`src/rtl/ccr_pkg.sv`:
```
`timescale 1ns/1ps
package ccr_pkg;

    typedef enum logic [2:0] {
        OP_ADD = 3'd0,
        OP_ADC = 3'd1,
        OP_SUB = 3'd2,
        OP_SBC = 3'd3,
        OP_DAA = 3'd4,
        OP_ABA = 3'd5
    } alu_op_e;

    localparam logic [2:0] OP_LAST = 3'd5;

    // field order follows the register bit order, bit 7 first
    typedef struct packed {
        logic stp;
        logic xmsk;
        logic half;
        logic imsk;
        logic neg;
        logic zero;
        logic ovf;
        logic cry;
    } ccr_t;

    localparam int CCR_W   = 8;
    localparam int BIT_XM  = 6;

endpackage

```
`src/rtl/ccr_addsub.sv`:
```
`timescale 1ns/1ps
module ccr_addsub #(
    parameter int DW = 8
) (
    input  logic [DW-1:0] a_i,
    input  logic [DW-1:0] b_i,
    input  logic          cin_i,
    input  logic          sub_i,
    output logic [DW-1:0] sum_o,
    output logic          cry_o,
    output logic          half_o,
    output logic          ovf_o
);
    localparam int NIB = DW / 2;

    logic [DW:0]  full;
    logic [NIB:0] low;
    logic         sa, sb, sr;

    always_comb begin
        if (sub_i) begin
            full = {1'b0, a_i} - {1'b0, b_i} - {{DW{1'b0}}, cin_i};
            low  = {1'b0, a_i[NIB-1:0]} - {1'b0, b_i[NIB-1:0]} - {{NIB{1'b0}}, cin_i};
        end else begin
            full = {1'b0, a_i} + {1'b0, b_i} + {{DW{1'b0}}, cin_i};
            low  = {1'b0, a_i[NIB-1:0]} + {1'b0, b_i[NIB-1:0]} + {{NIB{1'b0}}, cin_i};
        end
        sum_o  = full[DW-1:0];
        cry_o  = full[DW];
        half_o = low[NIB];
        sa = a_i[DW-1];
        sb = b_i[DW-1];
        sr = full[DW-1];
        if (sub_i) begin
            ovf_o = (sa != sb) && (sr != sa);
        end else begin
            ovf_o = (sa == sb) && (sr != sa);
        end
    end
endmodule

```
`src/rtl/ccr_decadj.sv`:
```
`timescale 1ns/1ps
module ccr_decadj #(
    parameter int DW = 8
) (
    input  logic [DW-1:0] a_i,
    input  logic          half_i,
    input  logic          cry_i,
    output logic [DW-1:0] res_o,
    output logic          cry_o
);
    localparam int NIB = DW / 2;
    localparam logic [NIB-1:0] NINE = NIB'(9);
    localparam logic [NIB-1:0] SIX  = NIB'(6);

    logic [NIB-1:0] lo, hi;
    logic           lo_big, hi_big, fix_lo, fix_hi;
    logic [DW-1:0]  corr;

    always_comb begin
        lo     = a_i[NIB-1:0];
        hi     = a_i[DW-1:NIB];
        lo_big = lo > NINE;
        hi_big = hi > NINE;
        fix_lo = lo_big || half_i;
        fix_hi = cry_i || hi_big || ((hi == NINE) && lo_big);
        corr   = {(fix_hi ? SIX : {NIB{1'b0}}), (fix_lo ? SIX : {NIB{1'b0}})};
        res_o  = a_i + corr;
        cry_o  = cry_i || fix_hi;
    end
endmodule

```
`src/rtl/ccr_flag_unit.sv`:
```
`timescale 1ns/1ps
module ccr_flag_unit #(
    parameter int DW = 8
) (
    input  logic          clk,
    input  logic          rst,
    input  logic          op_valid,
    input  logic [2:0]    op_code,
    input  logic [DW-1:0] opnd_a,
    input  logic [DW-1:0] opnd_b,
    input  logic          wr_en,
    input  logic [7:0]    wr_data,
    input  logic          nmi_req,
    output logic [DW-1:0] result,
    output logic [7:0]    ccr,
    output logic          stop_ok,
    output logic          irq_en,
    output logic          nmi_pass
);
    import ccr_pkg::*;

    typedef struct packed {
        ccr_t          flags;
        logic [DW-1:0] res;
    } unit_st_t;

    unit_st_t st_d, st_q;

    // arithmetic operand steering
    logic          is_sub, use_cin, legal;
    logic [DW-1:0] as_sum, da_res;
    logic          as_cry, as_half, as_ovf, da_cry;
    alu_op_e       op;

    always_comb begin
        op      = alu_op_e'(op_code);
        legal   = op_code <= OP_LAST;
        is_sub  = (op == OP_SUB) || (op == OP_SBC);
        use_cin = ((op == OP_ADC) || (op == OP_SBC)) && st_q.flags.cry;
    end

    ccr_addsub #(.DW(DW)) i_addsub (
        .a_i    (opnd_a),
        .b_i    (opnd_b),
        .cin_i  (use_cin),
        .sub_i  (is_sub),
        .sum_o  (as_sum),
        .cry_o  (as_cry),
        .half_o (as_half),
        .ovf_o  (as_ovf)
    );

    ccr_decadj #(.DW(DW)) i_decadj (
        .a_i    (opnd_a),
        .half_i (st_q.flags.half),
        .cry_i  (st_q.flags.cry),
        .res_o  (da_res),
        .cry_o  (da_cry)
    );

    always_comb begin
        st_d = st_q;
        if (op_valid && legal) begin
            case (op)
                OP_ADD, OP_ADC, OP_ABA: begin
                    st_d.res        = as_sum;
                    st_d.flags.cry  = as_cry;
                    st_d.flags.half = as_half;
                    st_d.flags.ovf  = as_ovf;
                end
                OP_SUB, OP_SBC: begin
                    st_d.res        = as_sum;
                    st_d.flags.cry  = as_cry;
                    st_d.flags.ovf  = as_ovf;
                end
                default: begin
                    st_d.res        = da_res;
                    st_d.flags.cry  = da_cry;
                end
            endcase
            st_d.flags.neg  = st_d.res[DW-1];
            st_d.flags.zero = (st_d.res == '0);
        end
        if (wr_en) begin
            st_d.flags      = ccr_t'(wr_data);
            st_d.flags.xmsk = st_q.flags.xmsk & wr_data[BIT_XM];
        end
        if (rst) begin
            st_d            = st_q;
            st_d.flags.stp  = 1'b1;
            st_d.flags.xmsk = 1'b1;
            st_d.flags.imsk = 1'b1;
        end
    end

    always_ff @(posedge clk) begin
        st_q <= st_d;
    end

    always_comb begin
        result   = st_q.res;
        ccr      = st_q.flags;
        stop_ok  = !st_q.flags.stp;
        irq_en   = !st_q.flags.imsk;
        nmi_pass = nmi_req && !st_q.flags.xmsk;
    end
endmodule

```
`config.mk`:
```
export PLATFORM = sky130hd
export DESIGN_NAME = ccr_flag_unit
export DESIGN_NICKNAME = d
export VERILOG_FILES = /design/src/rtl/ccr_pkg.sv /design/src/rtl/ccr_addsub.sv /design/src/rtl/ccr_decadj.sv /design/src/rtl/ccr_flag_unit.sv
export SDC_FILE = /design/constraint.sdc
export NUM_CORES = 1
export LEC_CHECK = 0
export BUFFER_PORTS_ARGS = -buffer_cell sky130_fd_sc_hd__clkbuf_2
export CAP_MARGIN = 25
export CORE_MARGIN = 1
export CORE_UTILIZATION = 40
export CTS_CLUSTER_SIZE = 12
export DETAILED_ROUTE_END_ITERATION = 6
export PLACE_DENSITY_LB_ADDON = 0.1
export RECOVER_POWER = 50
export SLEW_MARGIN = 30
export SYNTH_ARGS = -nofsm -noshare
export SYNTH_HDL_FRONTEND = slang
export SYNTH_HIERARCHICAL = 1
export SYNTH_SLANG_ARGS = --single-unit
```
`constraint.sdc`:
```
create_clock -name clk -period 3.03 [get_ports clk]
set_input_delay 0.1515 -clock clk [delete_from_list [all_inputs] [get_ports clk]]
set_output_delay 0.1515 -clock clk [all_outputs]
set_load 0.02 [all_outputs]
```
==> results.sh <==
export IMPL_status="complete, no violations"
export IMPL_cts_sinks=16
export IMPL_synth_area_um2=2013
export IMPL_tightestPinTransition_ns=0.6876
export IMPL_maxCapViolations=0
export IMPL_dp_cells=352
export IMPL_async_reset_ff_share_pct=0
export IMPL_cts_htree_levels=1
export IMPL_cts_made_buffers=3
export IMPL_grt_start_max_net_pins=19
export IMPL_startpoint="ccr[0]"
export IMPL_dr_pass1_iters=4
export IMPL_dp_hpwl_mm=4.147
export IMPL_vdd_drop_max_v=0.0001429
export IMPL_cp_arrival_ns=2.92
export IMPL_min_period_over_period_pct=96.05
export IMPL_postCtsHoldBufs=0
export IMPL_p_leak_nw=1.137
export IMPL_synth_simple_area_share_pct=15.66
export IMPL_track_usage_pct=19.88
export IMPL_synthMuxAreaShare_pct=6.774
export IMPL_grt_ovfl_total=0
export IMPL_io_buffers=50
export IMPL_yosys_register_bits=16
export IMPL_period_needed_ns=2.910
export IMPL_clk_latency_ns=0.25
export IMPL_power_mw=0.8894
export IMPL_clock_path_buffers=2
export IMPL_dieWidth_um=72.95
export IMPL_vias_per_cell=5.115
export IMPL_area_growth_pct=24.86
export IMPL_cts_tree="built"
export IMPL_drt_wl_total_mm=4.991
export IMPL_clk_pin_slew_ns=0.06
export IMPL_final_cell_count_no_fill=358
export IMPL_crit_path_end="ccr[3]"
export IMPL_grt_pass1_vias=1704
export IMPL_synth_xor_area_share_pct=6.526
export IMPL_synth_area_top_cells="edfxtp_1 19%, ha_1 16%, inv_1 5.8%"
export IMPL_drive_above_1_share_pct=29.90
export IMPL_slew_headroom_pct=53.99
export IMPL_avgSynthCellArea_um2=8.987
export IMPL_tns_ns=0
export IMPL_reg2reg_to="ccr[3]"
export IMPL_slowest_stage="or4_4"
export IMPL_hp_start="wr_data[4]"
export IMPL_io_pin_count=51
export IMPL_synth_compound_area_share_pct=20.70
export IMPL_final_nets=354
export IMPL_power_density_nw_per_um2=353.8
export IMPL_startpoint_type="flip-flop"
export IMPL_fillers=490
export IMPL_finalClockSkew_ns=0.003660
export IMPL_detail_route_antenna_nets=0
export IMPL_endpoint_kind="flip-flop"
export IMPL_antenna_cells=0
export IMPL_ys_warn_count=6
export IMPL_rsz0062_at_grt="true"
export IMPL_setup_ws_ns=0.1198
export IMPL_yosysSeqAreaShare_pct=22.37
export IMPL_grt_pass1_wl_mm=8.176
export IMPL_ys_flop_type="edfxtp_1"
export IMPL_worstSetupPathType="reg2reg"
export IMPL_syn_nets=286
export IMPL_r2r_start="ccr[0]"
export IMPL_timing_fmax_ghz=0.3436
export IMPL_gp_congestion=0.8383
export IMPL_dpl_worst_slack_ns=-0.04784
export IMPL_max_stage_delay_ns=0.52
export IMPL_synth_edf_count=13
export IMPL_core_area_um2=4786
export IMPL_drcViolationCount=0
export IMPL_crit_chain="nor3b_2 -> buf_4 -> fa_2 -> inv_2 -> ha_4 -> nand2_2 -> a21oi_2 -> or4_4 -> nand3_2 -> o21ai_2 -> mux2_2 -> a22o_1"
export IMPL_drtIter0Drc=73
export IMPL_wl_per_cell_um=13.94
export IMPL_die_y_um=72.95
export IMPL_synth_top_area_cell="edfxtp_1"
export IMPL_critPathRequiredTime_ns=3.04
export IMPL_cts_root_buffer="clkbuf_8"
export IMPL_r2r_setup_slack_ns=0.12
export IMPL_antenna_found_initial=0
export IMPL_ys_types=63
export IMPL_final_hold_violation_count=0
export IMPL_synthAdderAreaFrac_pct=20.51
export IMPL_die_area_um2=5321
export IMPL_synth_top_family_by_area="compound AO/OA/AOI/OAI gates"
export IMPL_maxSlewViolCount=0
export IMPL_crit_fanout=2
export IMPL_hold_path_class="in2reg"
export IMPL_setup_violations=0
export IMPL_via_count=1831
export IMPL_rr_worst_depth=12
export IMPL_fp_row_count=25
export IMPL_synth_top_cell_area_share_pct=19.39
export IMPL_initial_core_util_pct=42.07
export IMPL_syn_inst=224
-- how the worst min path moves through the flow --
stage                         to  depth (start not counted)  slack, ns
after floorplan           ccr[6]                          2       0.27
after global placement    ccr[4]                          3       0.36
after detailed placement  ccr[4]                          3       0.37
after CTS                 ccr[4]                          3       0.11
after global routing      ccr[4]                          3       0.11
final                     ccr[4]                          3       0.11
-- power by group --
group | internal [mW] | switching, mW
sequential | 0.262 | 0.00489
combinational | 0.208 | 0.252
clock | 0.0898 | 0.0731
-- flip-flops by register name (all words and copies together), names as in the netlist --
signal  count
result      8
ccr         8
-- stage by stage --
step                      hold WS [ns]  utilization, %  cell area, um2
after floorplan                 0.2723               -            2013
after global placement          0.3640           50.93            2437
after detailed placement        0.3721           50.93            2437
after CTS                       0.1098           52.03            2490
after global routing            0.1124           52.52            2514
final                           0.1107           52.52            2514
-- routing by layer --
| metal | global-route usage, % | wire (um) |
|---|---|---|
| met5 | 0 | 0 |
| met4 | 5.447 | 40 |
| met3 | 1.243 | 165 |
| met2 | 33.85 | 2387 |
| met1 | 27.26 | 2398 |
-- repair_timing --
item / 4_1_cts / 5_1_grt
pin swaps: 0 / 6
setup endpoints to repair: 3 / 3
buffers inserted: 0 / 2
gates cloned: 0 / 0
hold endpoints to repair: 0 / 0
gates resized for setup: 2 / 7
-- cell families (layout without fill, tap and decap cells) --
family	after synthesis	after routing
buffers and inverters	37	104
AOI/OAI and AO/OA	56	56
muxes	12	12
adders and majority gates	30	30
DFF	16	16
xor gates and xnor gates	15	15
and+or+nand+nor	58	58
-- cell type report --
cell class | count | area [um2] | share of cell area (%)
inverter | 32 | 120.1 | 4.778
tap | 67 | 83.83 | 3.335
sequential | 16 | 450.4 | 17.92
clock buffer | 3 | 41.29 | 1.643
multi-input combinational | 171 | 1454 | 57.84
timing repair buffer | 68 | 360.3 | 14.34
clock inverter | 1 | 3.754 | 0.1493
-- Yosys cell counts (2+ instances only) --
library cell  count
a21o_1            4
a21oi_1           8
a21oi_2           2
a22o_1            4
a31oi_1           2
clkbuf_1          3
dfxtp_1           3
edfxtp_1         13
fa_1              5
ha_1             25
inv_1            31
mux2_2            9
mux2i_1           2
nand2_1          14
nand2b_1          3
nand3_1           4
nand4_1           2
nor2_1           11
nor2b_1           3
nor4_1            6
o211ai_1          5
o21a_1            2
o21ai_0           6
o21ai_1           3
o31ai_1           2
or4_1             2
xnor2_1          10
xor2_1            5
-- cell usage in the layout (no fill, tap or decap), types with 3 or more instances in the layout --
cell type  Yosys  final
nand2_1       14     14
edfxtp_1      13     13
a22o_1         4      4
nor4_1         6      5
nor2b_1        3      3
o21ai_0        6      6
mux2_2         9      9
nand2b_1       3      3
clkbuf_1       3     18
clkbuf_2       0     33
a21o_1         4      4
a21oi_1        8      8
fa_1           5      3
buf_4          1     17
dfxtp_1        3      3
inv_1         31     30
xor2_1         5      5
o211ai_1       5      5
clkbuf_8       0      3
ha_1          25     24
nor2_1        11     11
xnor2_1       10     10
nand3_1        4      3
-- worst max-delay path, delay by kind of cell (launching register included) --
family	cells	cell delay, ns
buffers and inverters	2	0.22
multiplexers	1	0.29
AND/OR/NAND/NOR	4	0.87
adder cells (fa/ha/maj)	2	0.57
flip-flops	1	0.37
AO/OA/AOI/OAI	3	0.34
(Power assumes the default switching activity.)
